===== config.mk =====
export PLATFORM = sky130hd
export DESIGN_NAME = mac_unit
export DESIGN_NICKNAME = d
export VERILOG_FILES = /design/src/rtl/mac_pkg.sv /design/src/rtl/mac_ctl.sv /design/src/rtl/mac_mul.sv /design/src/rtl/mac_upd.sv /design/src/rtl/mac_unit.sv
export SDC_FILE = /design/constraint.sdc
export NUM_CORES = 2
export LEC_CHECK = 0
export BUFFER_PORTS_ARGS = -buffer_cell sky130_fd_sc_hd__buf_4
export CAP_MARGIN = 5
export CORE_MARGIN = 4
export CORE_UTILIZATION = 63
export DETAILED_ROUTE_END_ITERATION = 12
export PLACE_DENSITY = 0.8
export SLEW_MARGIN = 20
export SYNTH_ARGS = -nofsm -noshare
export SYNTH_HDL_FRONTEND = slang
export SYNTH_SLANG_ARGS = --single-unit

===== constraint.sdc =====
create_clock -name clk -period 8.36 [get_ports clk]
set_clock_uncertainty 0.1 [all_clocks]
set_input_delay 0.836 -clock clk [delete_from_list [all_inputs] [get_ports clk]]
set_output_delay 0.836 -clock clk [all_outputs]
set_load 0.01 [all_outputs]

===== src/rtl/mac_pkg.sv =====
package mac_pkg;
  typedef enum logic [3:0] {
    OP_CLR    = 4'd0,
    OP_LDH    = 4'd1,
    OP_LDL    = 4'd2,
    OP_MAC16  = 4'd3,
    OP_MAC32  = 4'd4,
    OP_MUL32  = 4'd5,
    OP_MULS16 = 4'd6,
    OP_MULU16 = 4'd7,
    OP_DMULS  = 4'd8,
    OP_DMULU  = 4'd9
  } mac_op_e;

  typedef enum logic [1:0] {
    ST_IDLE  = 2'd0,
    ST_MULT  = 2'd1,
    ST_WRITE = 2'd2
  } mac_state_e;
endpackage


===== src/rtl/mac_ctl.sv =====
module mac_ctl
  import mac_pkg::*;
(
  input  logic clk,
  input  logic rst_n,
  input  logic req,
  output logic busy,
  output logic cap_en,
  output logic mul_en,
  output logic wr_en,
  output logic done
);
  mac_state_e state_q, state_d;
  logic       done_q, done_d;

  always_comb begin
    state_d = state_q;
    case (state_q)
      ST_IDLE:  if (req) state_d = ST_MULT;
      ST_MULT:  state_d = ST_WRITE;
      ST_WRITE: state_d = ST_IDLE;
      default:  state_d = ST_IDLE;
    endcase
  end

  assign busy   = (state_q != ST_IDLE);
  assign cap_en = (state_q == ST_IDLE) && req;
  assign mul_en = (state_q == ST_MULT);
  assign wr_en  = (state_q == ST_WRITE);
  assign done_d = wr_en;

  always_ff @(posedge clk or negedge rst_n) begin
    if (!rst_n) begin
      state_q <= ST_IDLE;
      done_q  <= 1'b0;
    end else begin
      state_q <= state_d;
      done_q  <= done_d;
    end
  end

  assign done = done_q;
endmodule


===== src/rtl/mac_mul.sv =====
module mac_mul
  import mac_pkg::*;
#(
  parameter int WORD_W  = 32,
  parameter int SHORT_W = 16
) (
  input  logic                  clk,
  input  logic                  rst_n,
  input  logic                  en,
  input  logic [3:0]            op,
  input  logic [WORD_W-1:0]     a,
  input  logic [WORD_W-1:0]     b,
  output logic [2*WORD_W-1:0]   prod
);
  localparam int EXT_W = WORD_W + 1;
  localparam int PAD_W = EXT_W - SHORT_W;

  logic signed [EXT_W-1:0]   xa, xb;
  logic signed [2*EXT_W-1:0] full;
  logic [2*WORD_W-1:0]       prod_q, prod_d;

  // Operand extension: sign or zero, short or full width
  always_comb begin
    case (op)
      OP_MAC16, OP_MULS16: begin
        xa = {{PAD_W{a[SHORT_W-1]}}, a[SHORT_W-1:0]};
        xb = {{PAD_W{b[SHORT_W-1]}}, b[SHORT_W-1:0]};
      end
      OP_MULU16: begin
        xa = {{PAD_W{1'b0}}, a[SHORT_W-1:0]};
        xb = {{PAD_W{1'b0}}, b[SHORT_W-1:0]};
      end
      OP_DMULU: begin
        xa = {1'b0, a};
        xb = {1'b0, b};
      end
      default: begin
        xa = {a[WORD_W-1], a};
        xb = {b[WORD_W-1], b};
      end
    endcase
  end

  assign full   = xa * xb;
  assign prod_d = en ? full[2*WORD_W-1:0] : prod_q;

  always_ff @(posedge clk or negedge rst_n) begin
    if (!rst_n) prod_q <= '0;
    else        prod_q <= prod_d;
  end

  assign prod = prod_q;
endmodule


===== src/rtl/mac_upd.sv =====
module mac_upd
  import mac_pkg::*;
#(
  parameter int WORD_W = 32,
  parameter int SAT_W  = 48
) (
  input  logic [3:0]          op,
  input  logic                sat,
  input  logic [WORD_W-1:0]   ld_data,
  input  logic [2*WORD_W-1:0] prod,
  input  logic [2*WORD_W-1:0] acc,
  output logic [2*WORD_W-1:0] acc_nxt
);
  localparam int ACC_W  = 2 * WORD_W;
  localparam int W16_W  = WORD_W + 2;
  localparam int W32_W  = ACC_W + 2;
  localparam int HI48_Z = W32_W - SAT_W + 1;

  localparam logic signed [W16_W-1:0] LIM16_MAX = {3'b000, {(WORD_W-1){1'b1}}};
  localparam logic signed [W16_W-1:0] LIM16_MIN = {3'b111, {(WORD_W-1){1'b0}}};
  localparam logic signed [W32_W-1:0] LIM48_MAX = {{HI48_Z{1'b0}}, {(SAT_W-1){1'b1}}};
  localparam logic signed [W32_W-1:0] LIM48_MIN = {{HI48_Z{1'b1}}, {(SAT_W-1){1'b0}}};
  localparam logic [WORD_W-1:0]       MARK_HI   = WORD_W'(1);

  logic [WORD_W-1:0]        hi, lo;
  logic signed [W16_W-1:0]  sum16;
  logic signed [W32_W-1:0]  sum32;
  logic [ACC_W-1:0]         wrap_sum;
  logic [ACC_W-1:0]         mac16_res, mac32_res;

  assign hi       = acc[ACC_W-1:WORD_W];
  assign lo       = acc[WORD_W-1:0];
  assign wrap_sum = acc + prod;
  assign sum16    = $signed({{2{lo[WORD_W-1]}}, lo}) +
                    $signed({{2{prod[WORD_W-1]}}, prod[WORD_W-1:0]});
  assign sum32    = $signed({{2{acc[ACC_W-1]}}, acc}) +
                    $signed({{2{prod[ACC_W-1]}}, prod});

  // Short MAC: 32-bit clamp with marker in the upper word
  always_comb begin
    if (!sat)                   mac16_res = wrap_sum;
    else if (sum16 > LIM16_MAX) mac16_res = {MARK_HI, LIM16_MAX[WORD_W-1:0]};
    else if (sum16 < LIM16_MIN) mac16_res = {MARK_HI, LIM16_MIN[WORD_W-1:0]};
    else                        mac16_res = {hi, sum16[WORD_W-1:0]};
  end

  // Long MAC: clamp to SAT_W-bit signed range
  always_comb begin
    if (!sat)                   mac32_res = wrap_sum;
    else if (sum32 > LIM48_MAX) mac32_res = LIM48_MAX[ACC_W-1:0];
    else if (sum32 < LIM48_MIN) mac32_res = LIM48_MIN[ACC_W-1:0];
    else                        mac32_res = sum32[ACC_W-1:0];
  end

  always_comb begin
    case (op)
      OP_CLR:                       acc_nxt = '0;
      OP_LDH:                       acc_nxt = {ld_data, lo};
      OP_LDL:                       acc_nxt = {hi, ld_data};
      OP_MAC16:                     acc_nxt = mac16_res;
      OP_MAC32:                     acc_nxt = mac32_res;
      OP_MUL32, OP_MULS16, OP_MULU16: acc_nxt = {hi, prod[WORD_W-1:0]};
      OP_DMULS, OP_DMULU:           acc_nxt = prod;
      default:                      acc_nxt = acc;
    endcase
  end
endmodule


===== src/rtl/mac_unit.sv =====
module mac_unit
  import mac_pkg::*;
#(
  parameter int WORD_W  = 32,
  parameter int SHORT_W = 16,
  parameter int SAT_W   = 48
) (
  input  logic              clk,
  input  logic              rst_n,
  input  logic              op_valid,
  input  logic [3:0]        op_code,
  input  logic              sat_mode,
  input  logic [WORD_W-1:0] op_a,
  input  logic [WORD_W-1:0] op_b,
  output logic              busy,
  output logic              done,
  output logic [WORD_W-1:0] acc_hi,
  output logic [WORD_W-1:0] acc_lo
);
  localparam int ACC_W = 2 * WORD_W;

  logic [1:0]        rst_sync_q;
  logic              core_rst_n;
  logic              cap_en, mul_en, wr_en;
  logic [3:0]        op_q, op_d;
  logic              sat_q, sat_d;
  logic [WORD_W-1:0] a_q, a_d, b_q, b_d;
  logic [ACC_W-1:0]  prod, acc_q, acc_d, acc_upd;

  // Reset: asynchronous assert, synchronous release
  always_ff @(posedge clk or negedge rst_n) begin
    if (!rst_n) rst_sync_q <= 2'b00;
    else        rst_sync_q <= {rst_sync_q[0], 1'b1};
  end
  assign core_rst_n = rst_sync_q[1];

  mac_ctl u_ctl (
    .clk    (clk),
    .rst_n  (core_rst_n),
    .req    (op_valid),
    .busy   (busy),
    .cap_en (cap_en),
    .mul_en (mul_en),
    .wr_en  (wr_en),
    .done   (done)
  );

  // Request capture
  assign op_d  = cap_en ? op_code  : op_q;
  assign sat_d = cap_en ? sat_mode : sat_q;
  assign a_d   = cap_en ? op_a     : a_q;
  assign b_d   = cap_en ? op_b     : b_q;

  always_ff @(posedge clk or negedge core_rst_n) begin
    if (!core_rst_n) begin
      op_q  <= '0;
      sat_q <= 1'b0;
      a_q   <= '0;
      b_q   <= '0;
    end else begin
      op_q  <= op_d;
      sat_q <= sat_d;
      a_q   <= a_d;
      b_q   <= b_d;
    end
  end

  mac_mul #(.WORD_W(WORD_W), .SHORT_W(SHORT_W)) u_mul (
    .clk   (clk),
    .rst_n (core_rst_n),
    .en    (mul_en),
    .op    (op_q),
    .a     (a_q),
    .b     (b_q),
    .prod  (prod)
  );

  mac_upd #(.WORD_W(WORD_W), .SAT_W(SAT_W)) u_upd (
    .op      (op_q),
    .sat     (sat_q),
    .ld_data (a_q),
    .prod    (prod),
    .acc     (acc_q),
    .acc_nxt (acc_upd)
  );

  // Accumulator
  assign acc_d = wr_en ? acc_upd : acc_q;

  always_ff @(posedge clk or negedge core_rst_n) begin
    if (!core_rst_n) acc_q <= '0;
    else             acc_q <= acc_d;
  end

  assign acc_hi = acc_q[ACC_W-1:WORD_W];
  assign acc_lo = acc_q[WORD_W-1:0];
endmodule


**After elaboration in Yosys (flattened, before gate mapping)**

Cells that the tools add are included.

- Register bits after elaboration: 202
- Output and inout port bits: 66
- Logic and storage cells: 56

- Add/sub/neg operators: 3
- $mul: 1
- $lt $le $gt $ge: 4
- Eq/ne operators: 13
- Muxes and demuxes: 11
- Bitwise gates (word level): 3
- Reduce and logical (&&, ||, !) cells: 11

Operators with widths:

| operator | number |
|---|---|
| 64-bit one-hot mux with 7 select lines | 1 |
| 64-bit two-way mux | 6 |
| 33-bit one-hot mux with 3 select lines | 2 |
| 66-bit by 48-bit greater-than comparator with 1-bit output (second input constant) | 1 |
| 66-bit by 48-bit less-than comparator with 1-bit output (second input constant) | 1 |
| 64-bit by 64-bit adder with 65-bit output | 1 |
| 64-bit adder | 1 |
| 33-bit by 33-bit multiplier with 64-bit output | 1 |
| 34-bit by 32-bit greater-than comparator with 1-bit output (second input constant) | 1 |
| 34-bit by 32-bit less-than comparator with 1-bit output (second input constant) | 1 |
| 32-bit by 32-bit adder with 33-bit output | 1 |
| 4-bit by 3-bit equality test with 1-bit output (second input constant) | 4 |
| 4-bit by 2-bit equality test with 1-bit output (second input constant) | 2 |
| 4-bit equality test (second input constant) | 2 |
| 6-bit nonzero test | 1 |
| 5-bit AND reduction | 1 |
| 5-bit nonzero test | 1 |
| 4-bit by 1-bit equality test with 1-bit output (second input constant) | 1 |
| 4-bit zero test | 1 |
| 4-bit by 2-bit != test with 1-bit output (second input constant) | 1 |
| 2-bit one-hot mux with 2 select lines | 1 |
| 2-bit OR reduction | 2 |
| 1-bit NOT | 3 |
| 3-bit AND reduction | 1 |
| other kinds (8) | 8 |

**Longest topological paths before layout**

- Depth after elaboration: 6
- Gate-level depth with buffers: 39
- Depth with buffers taken out: 35

**Modules after synthesis**

A second synthesis with hierarchy kept.

- Cell total of the unflattened synthesis: 6096
- Area total of the unflattened synthesis: 54270.8 um^2

Modules (own cells, without submodules):

| module | times used | cells each | area each (um^2) | seq. area each (um^2) |
|---|---|---|---|---|
| mac_mul | 1 | 4420 | 40699.0 | 1601.5 |
| mac_upd | 1 | 1383 | 8426.8 | 0.0 |
| mac_unit | 1 | 284 | 5029.8 | 3378.2 |
| mac_ctl | 1 | 9 | 115.1 | 75.1 |

**Worst setup path after synthesis**

OpenSTA, ideal clock, no wires.

- Kind: reg2reg
- Start point: reg op_q[2]
- End point: reg u_mul.prod_q[63], in the netlist u_mul.prod[63]
- Arrival: 9.582 ns
- Data required time: 8.131 ns
- Slack: -1.452 ns
- Cell stages (with the launch flop): 36
- Path buffers: 5
- Period minus slack after synthesis: 9.812 ns
- Cell sequence: dfrtp_1 -> clkbuf_1 -> o211ai_1 -> clkbuf_1 -> clkbuf_1 -> buf_1 -> a21o_1 -> clkbuf_1 -> nand2_1 -> fa_1 -> inv_1 -> fa_1 -> inv_1 -> fa_1 -> inv_1 -> fa_1 -> fa_1 -> fa_1 -> fa_1 -> inv_1 -> fa_1 -> inv_1 -> ha_1 -> a21oi_1 -> o21ai_0 -> a2111oi_0 -> o211ai_1 -> o21ai_1 -> o31ai_1 -> o41ai_2 -> o21ai_1 -> o311a_1 -> or4_1 -> a31oi_1 -> xnor2_1 -> o21ai_1

- Longest elaborated chain between the ends: 4

Ends and longest elaborated chain:

| item | line | text |
|---|---|---|
| start: declaration | mac_unit.sv:25 | `logic [3:0] op_q, op_d;` |
| start signal: assignment | mac_unit.sv:61 | `op_q <= op_d;` |
| 4-bit by 2-bit equality test with 1-bit output / 4-bit by 3-bit equality test with 1-bit output (equally long branches) | mac_mul.sv:24 | `case (op)` |
| 2-bit OR reduction | mac_mul.sv:24 |  |
| 33-bit one-hot mux with 3 select lines | mac_mul.sv:24 |  |
| 33-bit by 33-bit multiplier with 64-bit output * | mac_mul.sv:44 | `assign full = xa * xb;` |
| end signal: assignment | mac_mul.sv:49 | `else prod_q <= prod_d;` |
| end: declaration | mac_mul.sv:20 | `logic [2*WORD_W-1:0] prod_q, prod_d;` |

Mark *: on every way between the ends. The rest lies on a longest branch, timed or not.
A chain may end at the register's enable or synchronous reset.

**Worst setup path after layout**

Ends and elaborated chain as after synthesis.

==> impl_summary.log <==
INFO  metric synth_area = between 50,000 and 60,000 um2
INFO  metric failed_checks = setup timing
INFO  metric drtIter0Drc = around 4,100
INFO  metric route.vias.total = around 44,000
INFO  metric drv_cap = 0
INFO  metric synth_compound_gate_area_share = roughly a tenth
INFO  metric detail_route.vias_per_cell = approximately 6.1
INFO  metric drt-wirelength-per-cell = approximately 24 um
INFO  metric drc = 0
INFO  metric cell_types_with_the_largest_area_share_after_synthesis = sky130_fd_sc_hd__fa_1 (44%), sky130_fd_sc_hd__dfrtp_1 (9.9%), sky130_fd_sc_hd__inv_1 (8.2%)
INFO  metric final.setup.worst_slack = -1174 ps
INFO  metric crit_family = adder cells
INFO  metric max_slew_violation_total_from_the_final_report = 0
INFO  metric numPlacedInstances = about 7,000
INFO  metric ys_seq_elements = 202
INFO  metric tightestPinTransition = 1170 ps
INFO  metric start_util = between 60% and 70%
INFO  metric layout_min_cycle_time = 9534 ps
INFO  metric timing.critical_path.slowest_stage_cell = sky130_fd_sc_hd__fa_2
INFO  metric hold_class = flip-flop to async pin
INFO  metric max-clock-path-buffers = 3
INFO  metric synthDominantAreaCellType = sky130_fd_sc_hd__fa_1
INFO  metric worst_path_largest_cell_delay = about 560 ps
INFO  metric count_of_flip_flops_with_a_built_in_enable_after_synthesis = 0
INFO  metric slew_headroom = a little over a fifth
INFO  metric layout-drive-gt1-share = around a fifth
INFO  metric cp.required = 8690 ps
INFO  metric syn_nets = around 7,100
INFO  metric muxShareOfSynthArea = between 1.5 and 2%
INFO  metric yosysUniqueCellTypes = 85
INFO  metric cts.htree.levels = 1
INFO  metric worst-path-buf-inv = 10
INFO  metric num-nets-final = around 7,600
INFO  metric num_rows = between 100 and 150
INFO  metric yosys-top-cells-count = sky130_fd_sc_hd__fa_1 (1,126), sky130_fd_sc_hd__inv_1 (1,114), sky130_fd_sc_hd__nand2_1 (827)
INFO  metric max_freq = roughly 100 MHz
INFO  metric post_synth_and_or_nand_nor_area_fraction = 14.31%
INFO  metric async_reset_ff_share = between 90% and 100%
INFO  metric global_route_wire_length_before_repair = 266.2 mm
INFO  metric status = complete, but fails checks
INFO  metric synth_xor_xnor_area_share = 2.217%
INFO  metric synthFlopType = sky130_fd_sc_hd__dfrtp_1
INFO  metric worstPathArrival = between 9000 and 10,000 ps
INFO  metric path_clk_slew = roughly 70 ps
INFO  metric totalWireLength = 175.2 mm
INFO  metric synth.yosys.seq_area_share = under 10%
INFO  metric largest_net_degree_at_the_start_of_global_routing = about 100
INFO  metric floorplan.die.height = a little under 300 um
INFO  metric grt_pass1_vias = between 40,000 and 50,000
INFO  metric setup_violations = 37
INFO  metric critical-path-top-cell-by-count = sky130_fd_sc_hd__fa_1
INFO  metric area_of_the_die = around 85,000 um2
INFO  metric clock_latency = ~600 ps
INFO  metric postSynthAreaPerCell = ~9.1 um2
INFO  metric finalCritPeriodShare = 114.0%
INFO  metric drtPass1Iterations = 6
INFO  metric ant_nets = 0
INFO  metric crit_fanout = 5
INFO  metric core_ar = around 80,000 um2
INFO  metric synth_cells = approximately 5,600
INFO  metric grt_antenna_before_repair = 13
INFO  metric tritoncts.num_buffers = 26
INFO  metric adder_and_majority_cell_fraction_of_the_synthesized_area = approximately half
INFO  metric io_buffer_count = about 140
INFO  metric area_growth_syn_to_layout = 19.37%
INFO  metric combinational_family_with_the_most_area_after_synthesis = adder cells
INFO  metric root_buffer = sky130_fd_sc_hd__clkbuf_16
INFO  metric routability_congestion_estimate = just over 1
INFO  metric die_width = ~290 um
INFO  metric crit_path_end_kind = flip-flop
INFO  metric final_cells = just over 7,000
INFO  metric tritoncts = built
INFO  metric top_level_ports = 138
INFO  metric yosys.cell_count.top_type = sky130_fd_sc_hd__fa_1
INFO  metric final_hold_vios = 0
INFO  metric rsz_0062_raised_after_global_routing = true
INFO  metric regToRegSetupSlack = -1170 ps
INFO  metric grt_use_total = approximately two fifths
INFO  metric detailedPlacementHpwl = 137.4 mm
INFO  metric start_kind = flip-flop
INFO  metric synth_warnings = 0
INFO  metric clock_sink_count = 202
INFO  metric final_layout_fill_cell_count = about 5,200
INFO  metric timing.setup.critical_path_class = flip-flop to flip-flop
INFO  metric gr-total-overflow = 0
INFO  metric synth_top_area_share = around 44%
cells in the final DEF, fill, tap and decap left out, types with 24 or more instances in the layout:
cell / n
sky130_fd_sc_hd__nand3_1: 28
sky130_fd_sc_hd__xnor2_1: 76
sky130_fd_sc_hd__and2_1: 360
sky130_fd_sc_hd__ha_1: 247
sky130_fd_sc_hd__a21o_1: 70
sky130_fd_sc_hd__inv_1: 1065
sky130_fd_sc_hd__fa_2: 52
sky130_fd_sc_hd__xor2_1: 44
sky130_fd_sc_hd__buf_12: 84
sky130_fd_sc_hd__dfrtp_1: 201
sky130_fd_sc_hd__buf_4: 678
sky130_fd_sc_hd__inv_2: 47
sky130_fd_sc_hd__fa_1: 1074
sky130_fd_sc_hd__nand2_1: 817
sky130_fd_sc_hd__mux2_2: 70
sky130_fd_sc_hd__nor2_1: 197
sky130_fd_sc_hd__o21ai_0: 137
sky130_fd_sc_hd__buf_6: 36
sky130_fd_sc_hd__a21oi_2: 25
sky130_fd_sc_hd__a21oi_1: 180
sky130_fd_sc_hd__clkbuf_16: 36
sky130_fd_sc_hd__o221ai_1: 27
sky130_fd_sc_hd__a211o_1: 51
sky130_fd_sc_hd__a22oi_1: 39
sky130_fd_sc_hd__ha_4: 24
final timing paths:
path                               start              to  depth (start not counted)
min                        rst_sync_q[1]       acc_q[22]                          0
min reg2reg                rst_sync_q[1]       acc_q[22]                          0
max in group asynchronous  rst_sync_q[1]  u_mul.prod[17]                          2
min in group clk           rst_sync_q[0]   rst_sync_q[1]                          0
max reg2reg                      op_q[2]  u_mul.prod[63]                         37
max                              op_q[2]  u_mul.prod[63]                         37
state kept, by name, summed over array words and instances (netlist names):
signal	count
u_ctl.state_q	2
u_mul.prod	64
sat_q	1
op_q	4
u_ctl.done	1
b_q	32
a_q	32
acc_q	64
rst_sync_q	2
metal layers:
layer / part of all wire, % / GRT usage, % / vias up
li1: - / - / 18196
met1: 33 / 48.57 / 21907
met2: 47 / 65.34 / 2700
met3: 11 / 9.576 / 905
met4: 9.4 / 27.82 / 12
met5: 0.039 / 0 / -
cell type report:
cell class                      instances  area (um2)  area share (%)
Antenna cell                            8       20.02         0.03291
Clock buffer                           32       724.4           1.191
Clock inverter                         15       206.4          0.3394
Inverter                             1115        4190           6.889
Multi-Input combinational cell       3959       41770           68.67
Sequential cell                       202        5059           8.316
Tap cell                             1060        1326           2.180
Timing Repair Buffer                  814        7532           12.38
cells by family after synthesis:
| logic type | Yosys count |
|---|---|
| muxes | 73 |
| AOI/OAI and AO/OA | 772 |
| xor gates and xnor gates | 129 |
| other | 1 |
| adders and majority gates | 1402 |
| DFF | 202 |
| and+or+nand+nor | 1580 |
| buffers and inverters | 1431 |
metrics by stage:
step / hold WS (ps) / area, um2 / util, % / setup WS [ps] / TNS, ps
global route: 83.10 / 60810 / 75.75 / -1422 / -31280
finish: 70.34 / 60830 / 75.76 / -1174 / -23320
CTS: 70.09 / 59590 / 74.22 / -1130 / -19070
detailed placement: 61.76 / 57690 / 71.85 / -1484 / -23030
floorplan: 231.2 / 51570 / - / -772.2 / -2808
global placement: 56.14 / 57690 / 71.85 / -1313 / -21020
worst register-to-register path, delay by kind of cell, from the launching register on:
family	cells	cell delay [ps]
xor+xnor	2	310
flops	1	410
buf+inv	10	1030
fa+ha+maj	9	4410
compound gates	12	2200
simple gates	4	940
what timing repair did:
action / CTS / global route
pin swaps: 85 / 181
resized for setup: 115 / 204
hold buffers: 1 / 0
setup buffers: 50 / 42
gates cloned: 5 / 9
endpoints found under the hold margin: 2 / 0
endpoints found under the setup margin: 35 / 39
Power is left out: the tool's default activity adds up to more than one toggle a clock period on the data nets, which glitch-free logic cannot reach.
